<file path="src/rtl/ecc_bus_pkg.sv">
package ecc_bus_pkg;
  localparam int DATA_W = 64;
  localparam int HAM_W  = 7;
  localparam int CHK_W  = HAM_W + 1;
  localparam int WORD_W = DATA_W + CHK_W;
  localparam int BUS_W  = DATA_W / 2;
  localparam int MAX_POS = DATA_W + HAM_W;

  typedef enum logic [1:0] {RD_IDLE, RD_GAP, RD_HI} rd_state_e;

  // Hamming position of data bit k: k-th non power of two in 1..MAX_POS
  function automatic logic [HAM_W-1:0] data_pos(input int k);
    int n;
    logic [HAM_W-1:0] r;
    n = 0;
    r = '0;
    for (int p = 1; p <= MAX_POS; p++) begin
      if ((p & (p - 1)) != 0) begin
        if (n == k) r = HAM_W'(p);
        n++;
      end
    end
    return r;
  endfunction

  function automatic logic [DATA_W-1:0] ham_mask(input int j);
    logic [DATA_W-1:0] m;
    logic [HAM_W-1:0] p;
    m = '0;
    for (int k = 0; k < DATA_W; k++) begin
      p = data_pos(k);
      m[k] = p[j];
    end
    return m;
  endfunction
endpackage

</file>
<file path="src/rtl/ecc_enc.sv">
module ecc_enc
  import ecc_bus_pkg::*;
(
  input  logic [DATA_W-1:0] data_i,
  output logic [CHK_W-1:0]  chk_o
);
  logic [HAM_W-1:0] ham;

  for (genvar j = 0; j < HAM_W; j++) begin : g_ham
    localparam logic [DATA_W-1:0] MASK = ham_mask(j);
    assign ham[j] = ^(data_i & MASK);
  end

  assign chk_o = {^{ham, data_i}, ham};
endmodule

</file>
<file path="src/rtl/ecc_dec.sv">
module ecc_dec
  import ecc_bus_pkg::*;
(
  input  logic [WORD_W-1:0] word_i,
  output logic [DATA_W-1:0] data_o,
  output logic              corr_o,
  output logic              uncorr_o
);
  logic [DATA_W-1:0] raw;
  logic [CHK_W-1:0]  stored, recalc;
  logic [HAM_W-1:0]  syn;
  logic              par_err, in_range;
  logic [DATA_W-1:0] flip;

  assign raw    = word_i[DATA_W-1:0];
  assign stored = word_i[WORD_W-1:DATA_W];

  ecc_enc u_enc (.data_i(raw), .chk_o(recalc));

  assign syn      = recalc[HAM_W-1:0] ^ stored[HAM_W-1:0];
  // overall parity of received word, folded through the recomputed bit
  assign par_err  = recalc[CHK_W-1] ^ stored[CHK_W-1] ^ (^syn);
  assign in_range = (syn <= HAM_W'(MAX_POS));

  for (genvar k = 0; k < DATA_W; k++) begin : g_flip
    localparam logic [HAM_W-1:0] POS = data_pos(k);
    assign flip[k] = (syn == POS);
  end

  assign corr_o   = par_err && in_range;
  assign uncorr_o = (!par_err && (syn != '0)) || (par_err && !in_range);
  assign data_o   = corr_o ? (raw ^ flip) : raw;
endmodule

</file>
<file path="src/rtl/wide_ecc_bus_adapter.sv">
module wide_ecc_bus_adapter
  import ecc_bus_pkg::*;
(
  input  logic              clk_i,
  input  logic              rst_ni,
  input  logic              half_mode_i,
  input  logic              fill_ones_i,
  input  logic              mem_rd_valid_i,
  input  logic [WORD_W-1:0] mem_rd_word_i,
  output logic              bus_rd_valid_o,
  output logic [BUS_W-1:0]  bus_rd_data_o,
  output logic              bus_rd_last_o,
  output logic              err_corr_o,
  output logic              err_uncorr_o,
  input  logic              bus_wr_valid_i,
  input  logic [BUS_W-1:0]  bus_wr_data_i,
  output logic              mem_wr_valid_o,
  output logic [WORD_W-1:0] mem_wr_word_o
);
  logic [BUS_W-1:0]  fill;
  logic [WORD_W-1:0] rd_eff;
  logic [DATA_W-1:0] dec_data;
  logic              dec_corr, dec_uncorr;
  rd_state_e         rd_state_q;
  logic [BUS_W-1:0]  rd_hi_q;
  logic              corr_q, uncorr_q;

  assign fill = {BUS_W{fill_ones_i}};

  // absent upper half replaced before checking
  assign rd_eff = half_mode_i
                ? {mem_rd_word_i[WORD_W-1:DATA_W], fill, mem_rd_word_i[BUS_W-1:0]}
                : mem_rd_word_i;

  ecc_dec u_dec (
    .word_i  (rd_eff),
    .data_o  (dec_data),
    .corr_o  (dec_corr),
    .uncorr_o(dec_uncorr)
  );

  always_ff @(posedge clk_i or negedge rst_ni) begin
    if (!rst_ni) begin
      rd_state_q     <= RD_IDLE;
      bus_rd_valid_o <= 1'b0;
      bus_rd_last_o  <= 1'b0;
      bus_rd_data_o  <= '0;
      rd_hi_q        <= '0;
      corr_q         <= 1'b0;
      uncorr_q       <= 1'b0;
    end else begin
      unique case (rd_state_q)
        RD_IDLE: begin
          bus_rd_last_o <= 1'b0;
          if (mem_rd_valid_i) begin
            bus_rd_valid_o <= 1'b1;
            bus_rd_data_o  <= dec_data[BUS_W-1:0];
            rd_hi_q        <= dec_data[DATA_W-1:BUS_W];
            corr_q         <= dec_corr;
            uncorr_q       <= dec_uncorr;
            rd_state_q     <= half_mode_i ? RD_GAP : RD_HI;
          end else begin
            bus_rd_valid_o <= 1'b0;
          end
        end
        RD_GAP: begin
          bus_rd_valid_o <= 1'b0;
          rd_state_q     <= RD_HI;
        end
        RD_HI: begin
          bus_rd_valid_o <= 1'b1;
          bus_rd_last_o  <= 1'b1;
          bus_rd_data_o  <= rd_hi_q;
          rd_state_q     <= RD_IDLE;
        end
        default: rd_state_q <= RD_IDLE;
      endcase
    end
  end

  assign err_corr_o   = bus_rd_valid_o && corr_q;
  assign err_uncorr_o = bus_rd_valid_o && uncorr_q;

  // write gathering
  logic              wr_have_lo_q;
  logic [BUS_W-1:0]  wr_lo_q;
  logic [DATA_W-1:0] wr_data;
  logic [CHK_W-1:0]  wr_chk;
  logic              wr_fire;

  assign wr_data = half_mode_i ? {fill, bus_wr_data_i} : {bus_wr_data_i, wr_lo_q};
  assign wr_fire = bus_wr_valid_i && (half_mode_i || wr_have_lo_q);

  ecc_enc u_enc (.data_i(wr_data), .chk_o(wr_chk));

  always_ff @(posedge clk_i or negedge rst_ni) begin
    if (!rst_ni) begin
      wr_have_lo_q   <= 1'b0;
      wr_lo_q        <= '0;
      mem_wr_valid_o <= 1'b0;
      mem_wr_word_o  <= '0;
    end else begin
      mem_wr_valid_o <= wr_fire;
      if (wr_fire) mem_wr_word_o <= {wr_chk, wr_data};
      if (bus_wr_valid_i && !half_mode_i) begin
        wr_have_lo_q <= !wr_have_lo_q;
        if (!wr_have_lo_q) wr_lo_q <= bus_wr_data_i;
      end
    end
  end
endmodule

</file>
<file path="config.mk">
export PLATFORM = sky130hd
export DESIGN_NAME = wide_ecc_bus_adapter
export DESIGN_NICKNAME = d
export VERILOG_FILES = /design/src/rtl/ecc_bus_pkg.sv /design/src/rtl/ecc_enc.sv /design/src/rtl/ecc_dec.sv /design/src/rtl/wide_ecc_bus_adapter.sv
export SDC_FILE = /design/constraint.sdc
export NUM_CORES = 1
export LEC_CHECK = 0
export BUFFER_PORTS_ARGS = -buffer_cell sky130_fd_sc_hd__buf_2
export CORE_MARGIN = 2
export CORE_UTILIZATION = 40
export CTS_CLUSTER_SIZE = 40
export DETAILED_ROUTE_END_ITERATION = 12
export PLACE_DENSITY = 0.6
export SETUP_SLACK_MARGIN = 0.5
export SLEW_MARGIN = 25
export SYNTH_ARGS = -nofsm -noshare
export SYNTH_HDL_FRONTEND = slang
export SYNTH_SLANG_ARGS = --single-unit
</file>
<file path="constraint.sdc">
create_clock -name clk_i -period 2.2 [get_ports clk_i]
set_input_delay 0.44 -clock clk_i [delete_from_list [all_inputs] [get_ports clk_i]]
set_output_delay 0.44 -clock clk_i [all_outputs]
set_load 0.05 [all_outputs]
</file>
### Word-level counts from Yosys, hierarchy flattened

Index checks and enable logic that the tools add are counted.
Widths: inputs -> output; s select.

| word-level totals | value |
|---|---|
| register bits after elaboration | 176 |
| RAM bits | 0 |
| memories | 0 |
| bits in latches | 0 |
| word-level logic and storage cells | 132 |
| memory bits (read-only) | 0 |

| operators by class | value |
|---|---|
| multipliers | 0 |
| multiplexer cells | 11 |
| reductions and logical operators | 37 |
| $add $sub $neg | 0 |
| divide/modulo/power cells | 0 |
| equality and inequality tests | 67 |
| bitwise operators | 5 |
| $lt $le $gt $ge | 1 |
| shift operators | 0 |

Operators with widths:

| cell | count |
|---|---|
| $reduce_xor 64->1 | 14 |
| $eq 7x6->1 const B | 31 |
| $mux 64 | 3 |
| $reduce_xor 71->1 | 2 |
| $eq 7x5->1 const B | 15 |
| $pmux 32 s2 | 1 |
| $xor 64x64->64 | 1 |
| $eq 7x4->1 const B | 7 |
| $eq 7x7->1 const B | 7 |
| $mux 32 | 1 |
| $eq 7x3->1 const B | 3 |
| $eq 7x2->1 const B | 1 |
| $le 7x7->1 const B | 1 |
| $logic_and 1x1->1 | 7 |
| $reduce_bool 7->1 | 1 |
| $reduce_xor 7->1 | 1 |
| $xor 7x7->7 | 1 |
| $reduce_and 2->1 | 3 |
| $logic_not 1->1 | 4 |
| $mux 2 | 2 |
| $pmux 2 s2 | 1 |
| $pmux 1 s3 | 1 |
| $reduce_bool 3->1 | 1 |
| $eq 2x1->1 const B | 1 |
| 9 further kinds | 11 |

### Logic depth before layout (Yosys ltp)

Gate-level depths: netlist of the first run.

| logic depth | value |
|---|---|
| depth after elaboration | 9 |
| gate-level depth with buffers | 17 |

### Modules after synthesis

A second synthesis of the first run with hierarchy kept.

| unflattened totals | value |
|---|---|
| cells, all modules | 1275 |
| area total of the unflattened synthesis | 12315.6 um^2 |

By module, submodules not included:

| module | area each (um^2) | cells each | instances |
|---|---|---|---|
| wide_ecc_bus_adapter | 8530.7 | 845 | 1 |
| ecc_enc | 1223.7 | 119 | 2 |
| ecc_dec | 1337.5 | 192 | 1 |

### Worst setup path after synthesis of the first run

OpenSTA, ideal clock, no wires.

| timing | value |
|---|---|
| kind | in2reg |
| from | in mem_rd_word_i[21] |
| to | reg bus_rd_data_o[16] |
| stages on the path | 16 |
| data arrival time | 4.314 ns |
| slack | -2.240 ns |
| required time | 2.074 ns |
| library setup time | 0.126 ns |
| path buffers | 1 |
| cells stage by stage | xor2_1 > xnor3_1 > xnor3_1 > xor3_1 > xor3_1 > inv_1 > ha_1 > xnor2_1 > xnor2_1 > xnor2_1 > xnor3_1 > xnor2_2 > buf_2 > nor4_1 > xor2_1 > a221o_1 |

| between the ends | value |
|---|---|
| longest elaborated chain between the ends | 9 |
| elaborated cells on any way between the ends | 17 |

RTL lines:

| element | line | RTL |
|---|---|---|
| start: declaration | wide_ecc_bus_adapter.sv:9 | `input logic [WORD_W-1:0] mem_rd_word_i,` |
| $mux 64 * | wide_ecc_bus_adapter.sv:32 | `? {mem_rd_word_i[WORD_W-1:DATA_W], fill, mem_rd_word_i[BUS_W-1:0]}` |
| parallel branches: the longest is 5 deep, another holds $le 7x7->1 | -- |  |
| $mux 64 * | ecc_dec.sv:32 | `assign data_o = corr_o ? (raw ^ flip) : raw;` |
| $mux 32 * | wide_ecc_bus_adapter.sv:55 | `if (mem_rd_valid_i) begin` |
| $pmux 32 s2 * | wide_ecc_bus_adapter.sv:52 | `unique case (rd_state_q)` |
| end signal: assignment | wide_ecc_bus_adapter.sv:57 | `bus_rd_data_o <= dec_data[BUS_W-1:0];` |
| end signal: assignment | wide_ecc_bus_adapter.sv:73 | `bus_rd_data_o <= rd_hi_q;` |
| end: declaration | wide_ecc_bus_adapter.sv:11 | `output logic [BUS_W-1:0] bus_rd_data_o,` |

Every way passes the cells marked *. The select of a mux whose other input is x is not followed.
A chain may end at the register's enable or synchronous reset.

### Final worst setup path of the first run

| timing | value |
|---|---|
| from | in mem_rd_word_i[17] |
| to | reg rd_hi_q[21] |

| between the ends | value |
|---|---|
| longest elaborated chain between the ends | 7 |
| elaborated cells on any way between the ends | 15 |

RTL lines:

| element | line | RTL |
|---|---|---|
| $mux 64 * | wide_ecc_bus_adapter.sv:32 |  |
| parallel branches: the longest is 5 deep, another holds $le 7x7->1 | -- |  |
| $mux 64 * | ecc_dec.sv:32 |  |
| end signal: assignment | wide_ecc_bus_adapter.sv:58 | `rd_hi_q <= dec_data[DATA_W-1:BUS_W];` |
| end: declaration | wide_ecc_bus_adapter.sv:25 | `logic [BUS_W-1:0] rd_hi_q;` |

Every way passes the cells marked *.

==> results of run 1 <==
## timing repair
item / in CTS / in global routing
buffers inserted: 21 / 6
cloned: 4 / 0
setup endpoints to repair: 75 / 75
hold endpoints to repair: 13 / 0
gates resized for setup: 183 / 23
pin swaps: 102 / 13
hold buffers: 1 / 0
## path summary, 6_finish.rpt
kind	startpoint	slack [ns]	to
worst max-delay path	mem_rd_word_i[17]	-1.74	rd_hi_q[21]$_DFFE_PN0P_
worst min-delay path	mem_rd_valid_i	0.33	rd_state_q[0]$_DFFE_PN0P_
worst max register to register	wr_lo_q[8]$_DFFE_PN0P_	-0.29	mem_wr_word_o[71]$_DFFE_PN0P_
worst min register to register	mem_wr_word_o[24]$_DFFE_PN0P_	0.48	mem_wr_word_o[24]$_DFFE_PN0P_
max in group asynchronous	rst_ni	1.14	wr_lo_q[24]$_DFFE_PN0P_
min in group asynchronous	rst_ni	0.40	bus_rd_valid_o$_DFFE_PN0P_
## layer usage
layer / vias up / track usage [%] / share of wire, %
met2: 335 / 47.8 / 50
met5: - / 0 / 0.080
met1: 5451 / 35.0 / 41
li1: 5331 / - / -
met4: 6 / 9.19 / 3.1
met3: 75 / 4.94 / 5.4
## cell usage in the layout, fill, tap and decap left out, types with 37 or more instances in the layout
master	n
nand2_1	115
a21oi_1	125
xnor2_2	37
buf_2	213
o21ai_1	89
buf_4	290
dfrtp_1	175
xor2_1	78
xnor2_1	199
o21ai_0	38
## flip-flops by register name, indices dropped and copies added, names as in the netlist
| register | flops |
|---|---|
| mem_wr_word_o | 72 |
| bus_rd_data_o | 32 |
| rd_hi_q | 32 |
| wr_lo_q | 32 |
| rd_state_q | 2 |
| bus_rd_last_o | 1 |
| bus_rd_valid_o | 1 |
| corr_q | 1 |
| mem_wr_valid_o | 1 |
| uncorr_q | 1 |
| wr_have_lo_q | 1 |
## kinds of logic (layout without fill, tap and decap cells)
kind of cell	after synthesis	after routing	share of synthesized area, %
AOI/OAI and AO/OA	288	288	12.5
buffers and inverters	108	596	3.46
muxes	74	74	6.56
DFF	176	176	36.7
other	0	1	0
xor gates and xnor gates	356	356	29.1
and+or+nand+nor	278	278	10.8
adders and majority gates	8	8	0.835
## layout make-up
cell class | count | area share, %
tap | 390 | 2.65
sequential | 176 | 24.0
clock inverter | 12 | 0.681
antenna | 1 | 0.0136
clock buffer | 19 | 2.35
multi-input combinational | 1004 | 47.5
inverter | 10 | 0.231
timing repair buffer | 555 | 22.6
## through the flow
step | TNS (ns) | instances
2_1_floorplan | -115.54 | 1288
3_3_place_gp | -151.37 | 2103
3_5_place_dp | -155.71 | 2103
4_1_cts | -102.93 | 2160
5_1_grt | -117.48 | 2167
6_report | -110.31 | 2167
## worst max-delay path, delay by kind of cell
family                   cells  cell delay, ns
adder cells (fa/ha/maj)      1            0.20
buffers and inverters        6            0.81
AND/OR/NAND/NOR              1            0.18
XOR/XNOR                    11            2.55
AO/OA/AOI/OAI                1            0.08
==> flow_metrics.py, run 1 <==
metrics = {
    "synth": {
        "ys_types": 39,
        "syn_avg_cell_area_um2": 9.31,
        "synthTopCellsByCount": "xnor2_1 (243), dfrtp_1 (176), a21oi_1 (134)",
        "synth_area_leader_cell": "dfrtp_1",
        "yosysMostFrequentCell": "xnor2_1",
        "synthesis.nets": 1406,
        "synth_cells": 1288,
        "synth_edf_count": 0,
        "async_flop_share_pct": 100,
        "ys_seq_area_share_pct": 36.7,
        "synth_seq_cells": 176,
        "synth_flop_cell": "dfrtp_1",
        "yosysWarningCount": 0,
        "synth.top_cell.area_share_pct": 36.7,
        "syn_area_um2": 12000,
        "synth.top_cells.by_area": "dfrtp_1 (37%), xnor2_1 (18%), xor2_1 (6.3%), a21oi_1 (5.6%), o21ai_0 (5.0%)",
    },
    "layout": {
        "fill_cells": 2423,
        "multi_input_area_um2": 8740,
        "drive_above_1_share_pct": 43.6,
        "post-route-util_pct": 62.2,
        "layout.nets": 1882,
        "syn2layout_area_growth_pct": 53.3,
        "register_area_um2": 4410,
        "finalInstanceArea_um2": 18400,
    },
    "setup_path": {
        "critPathKind": "input pin to flip-flop",
        "crit_path_max_fanout": 7,
        "path_cells": "buf_6, buf_6, xnor2_2, buf_4, xnor2_2, xnor3_2, xor3_1, xor3_1, inv_2, ha_4, xnor2_2, xnor2_1, xnor2_1, xnor3_2, xor2_4, buf_12, buf_12, nor3_4, xor2_1, o21ai_1",
        "cp-start-kind": "input pin",
        "cp_slowest_cell": "xnor3_2",
        "end_kind": "flip-flop",
        "cp_common_cell": "xnor2_2",
        "crit_required_ns": 2.52,
        "r2r_cells": 9,
        "crit_arrival_ns": 4.26,
        "max_stage_delay_ns": 0.49,
    },
    "timing": {
        "worst_pin_slew_ns": 0.644,
        "slew_viol_final": 0,
        "fin_skew_ns": 0.0162,
        "rsz0062_at_grt": "yes",
        "whs_ns": 0.334,
        "max-slew-margin-rel_pct": 57.0,
        "hold_violations": 0,
        "finalCriticalPeriod_ns": 3.94,
        "fmax_mhz": 254,
        "finalSetupViolCount": 70,
        "finalWorstSetupSlack_ns": -1.74,
        "timing.final.crit_share_pct": 179,
    },
    "cts": {
        "clk_latency_ns": 0.44,
        "cts-root-buf": "clkbuf_16",
        "clk_pin_slew_ns": 0.07,
        "clk_path_buf_depth": 2,
        "numCtsBuffers": 17,
        "cts_tree": "done",
        "h-tree-depth": 4,
        "cts_num_sinks": 176,
    },
    "global_routing": {
        "track_usage_pct": 27.7,
        "grt_pass1_vias": 11400,
        "antenna_found_initial": 4,
        "grt_overflow_total": 0,
        "grt_pass1_wl_um": 66300,
        "grt_max_degree": 75,
    },
    "floorplan": {
        "die-area_um2": 31400,
        "chipWidth_um": 177,
        "ios": 219,
        "initial_core_util_pct": 40.6,
        "fp.dieH_um": 177,
        "rows": 63,
        "core_um2": 29600,
    },
    "worst_hold_path": {
        "hold_depth": 3,
        "hp-class": "input pin to flip-flop",
    },
    "routing": {
        "vias": 11200,
        "drc": 0,
        "drt_iter0_markers": 760,
        "via_per_inst": 5.17,
        "wl_per_cell_um": 19.7,
        "ant_nets": 0,
        "drt-total-wl_um": 42700,
        "drt_first_pass_iters": 7,
    },
    "placed_design": {
        "place_area_um2": 16400,
        "gp_congestion": 0.881,
        "place_ws_ns": -2.35,
        "dp.final_hpwl_um": 31200,
        "portBuffers": 218,
    },
    "run_status": {
        "run_status": "complete, but fails checks",
        "violations": "setup timing",
    },
    "run": {
        "cap_violations": 0,
    },
}
Power of run 1 is left out: the tool's default activity adds up to more than one toggle a clock period on the data nets, which glitch-free logic cannot reach.
==> run 2: changes to the inputs <==
Settings changed: RECOVER_POWER set to 100.
==> run 2 against run 1 <==
  * The flow still finishes with violations (setup timing)
  * Critical path depth did not move
  * Worst setup slack lost 0.0059 ns
  * Die area is the same
  * Clock skew is 0.0013 ns lower
  * Register-to-register slack barely moved
  * Non-clock buffer count stayed put
  * Hold slack worse by 0.0045 ns
  * First-iteration DRC count fell by 5.5%
  * Core utilization shrank 1.0 points
  * Cell count unchanged
==> flow_metrics.py, run 2 (synthesized netlist as in run 1, its figures left out) <==
metrics = {
    "timing": {
        "worst_pin_slew_ns": 1.01,
        "fmax_mhz": 253,
        "slew_viol_final": 0,
        "finalCriticalPeriod_ns": 3.95,
        "fin_skew_ns": 0.0149,
        "hold_violations": 0,
        "timing.final.crit_share_pct": 179,
        "rsz0062_at_grt": "yes",
        "finalSetupViolCount": 96,
        "finalWorstSetupSlack_ns": -1.75,
        "max-slew-margin-rel_pct": 32.5,
    },
    "setup_path": {
        "crit_arrival_ns": 4.27,
        "end_kind": "flip-flop",
        "crit_path_max_fanout": 7,
        "critPathKind": "input pin to flip-flop",
        "timing.critical_path.from": "mem_rd_word_i[17]",
        "crit_required_ns": 2.52,
        "r2r_start": "wr_lo_q[8]$_DFFE_PN0P_",
        "cp-start-kind": "input pin",
    },
    "global_routing": {
        "antenna_found_initial": 4,
        "grt_max_degree": 75,
        "grt_overflow_total": 0,
        "grt_pass1_vias": 11400,
        "track_usage_pct": 27.7,
        "grt_pass1_wl_um": 66300,
    },
    "floorplan": {
        "core_um2": 29600,
        "fp.dieH_um": 177,
        "chipWidth_um": 177,
        "die-area_um2": 31400,
        "rows": 63,
        "initial_core_util_pct": 40.6,
        "ios": 219,
    },
    "layout": {
        "fill_cells": 2501,
        "largest_register_ffs": 72,
        "largest_register": "mem_wr_word_o",
        "syn2layout_area_growth_pct": 50.8,
        "finalInstanceArea_um2": 18100,
        "layout.cells.non_filler": 2167,
        "drive_above_1_share_pct": 36.7,
        "final_common_cell": "buf_4",
        "layout.nets": 1882,
        "final_cell_mix": "buf_4 (286), xnor2_1 (199), dfrtp_1 (175), a21oi_1 (125)",
    },
    "placed_design": {
        "gp_congestion": 0.881,
        "dp.final_hpwl_um": 31200,
        "portBuffers": 218,
        "place_area_um2": 16400,
        "place_inst": 2103,
    },
    "cts": {
        "clk_latency_ns": 0.44,
        "numCtsBuffers": 17,
        "cts-root-buf": "clkbuf_16",
        "h-tree-depth": 4,
        "cts_num_sinks": 176,
        "cts_tree": "done",
        "clk_pin_slew_ns": 0.07,
        "clk_path_buf_depth": 2,
    },
    "routing": {
        "drt_first_pass_iters": 5,
        "drc": 0,
        "wl_per_cell_um": 19.7,
        "via_per_inst": 5.19,
        "ant_nets": 0,
        "drt_iter0_markers": 718,
        "vias": 11200,
        "drt-total-wl_um": 42800,
    },
    "worst_hold_path": {
        "worstHoldStart": "bus_wr_valid_i",
        "hp-class": "input pin to flip-flop",
    },
    "run_status": {
        "violations": "setup timing",
        "run_status": "complete, but fails checks",
    },
    "run": {
        "cap_violations": 0,
    },
}
[run 2: changes by cell type in the layout (fill, tap and decap cells not counted), moves of 8 or more]
cell	before	now
buf_2	213	107
clkbuf_1	2	115
mux2_1	0	8
mux2_4	34	26
o21ai_0	38	69
o21ai_1	89	59
[run 2: critical path, cell delays in order]
cell and delay (ns):
buf_6 0.10, buf_6 0.11, xnor2_2 0.12, buf_4 0.15, xnor2_2 0.12, xnor3_2 0.49
xor3_1 0.25, xor3_1 0.28, inv_2 0.11, ha_4 0.20, xnor2_2 0.14, xnor2_1 0.21
xnor2_1 0.15, xnor3_2 0.37, xor2_4 0.23, buf_12 0.19, buf_12 0.15, nor3_4 0.18
xor2_1 0.18, o21ai_1 0.08
[run 2: what timing repair did]
item	4_1_cts	5_1_grt
endpoints found under the setup margin	75	75
gates cloned	4	0
gates resized for setup	183	23
pin swaps	102	13
hold buffers	1	0
endpoints found under the hold margin	13	0
buffers inserted	21	6
[run 2: final timing paths]
check                      depth (start not counted)  slack (ns)                             to
setup / recovery                                  20       -1.75        rd_hi_q[21]$_DFFE_PN0P_
hold / removal                                     4        0.33       wr_have_lo_q$_DFFE_PN0P_
setup reg to reg                                   9       -0.29  mem_wr_word_o[71]$_DFFE_PN0P_
hold reg to reg                                    2        0.48  mem_wr_word_o[40]$_DFFE_PN0P_
max in group asynchronous                          3        0.22  mem_wr_word_o[50]$_DFFE_PN0P_
min in group asynchronous                          2        0.69      rd_state_q[0]$_DFFE_PN0P_
[run 2: final cells by class]
cell class                 instances  area, µm²  share of cell area (%)
clock inverter                    12        125                   0.692
timing repair buffer             555       3900                    21.6
multi-input combinational       1004       8680                    48.0
inverter                          10       42.5                   0.235
clock buffer                      19        433                    2.39
antenna                            1       2.50                  0.0138
sequential                       176       4410                    24.4
tap                              390        488                    2.70
[run 2: metrics by stage]
step | setup WS [ns] | util (%) | TNS (ns) | hold WS, ns
5_1_grt | -1.85 | 61.2 | -126.03 | 0.336
3_3_place_gp | -2.27 | 55.3 | -151.37 | 0.291
3_5_place_dp | -2.35 | 55.3 | -155.71 | 0.291
2_1_floorplan | -1.79 | - | -115.54 | 0.144
6_report | -1.75 | 61.2 | -113.10 | 0.330
4_1_cts | -1.63 | 61.6 | -102.93 | 0.303
[run 2: routing by layer]
layer  share of wire [%]  global-route usage [%]  wire [µm]
met1                  41                    35.0      17500
met2                  50                    47.8      21400
met3                 5.7                    4.94       2420
met4                 3.1                    9.19       1320
met5               0.080                       0         34
Power of run 2 is left out for the same reason.
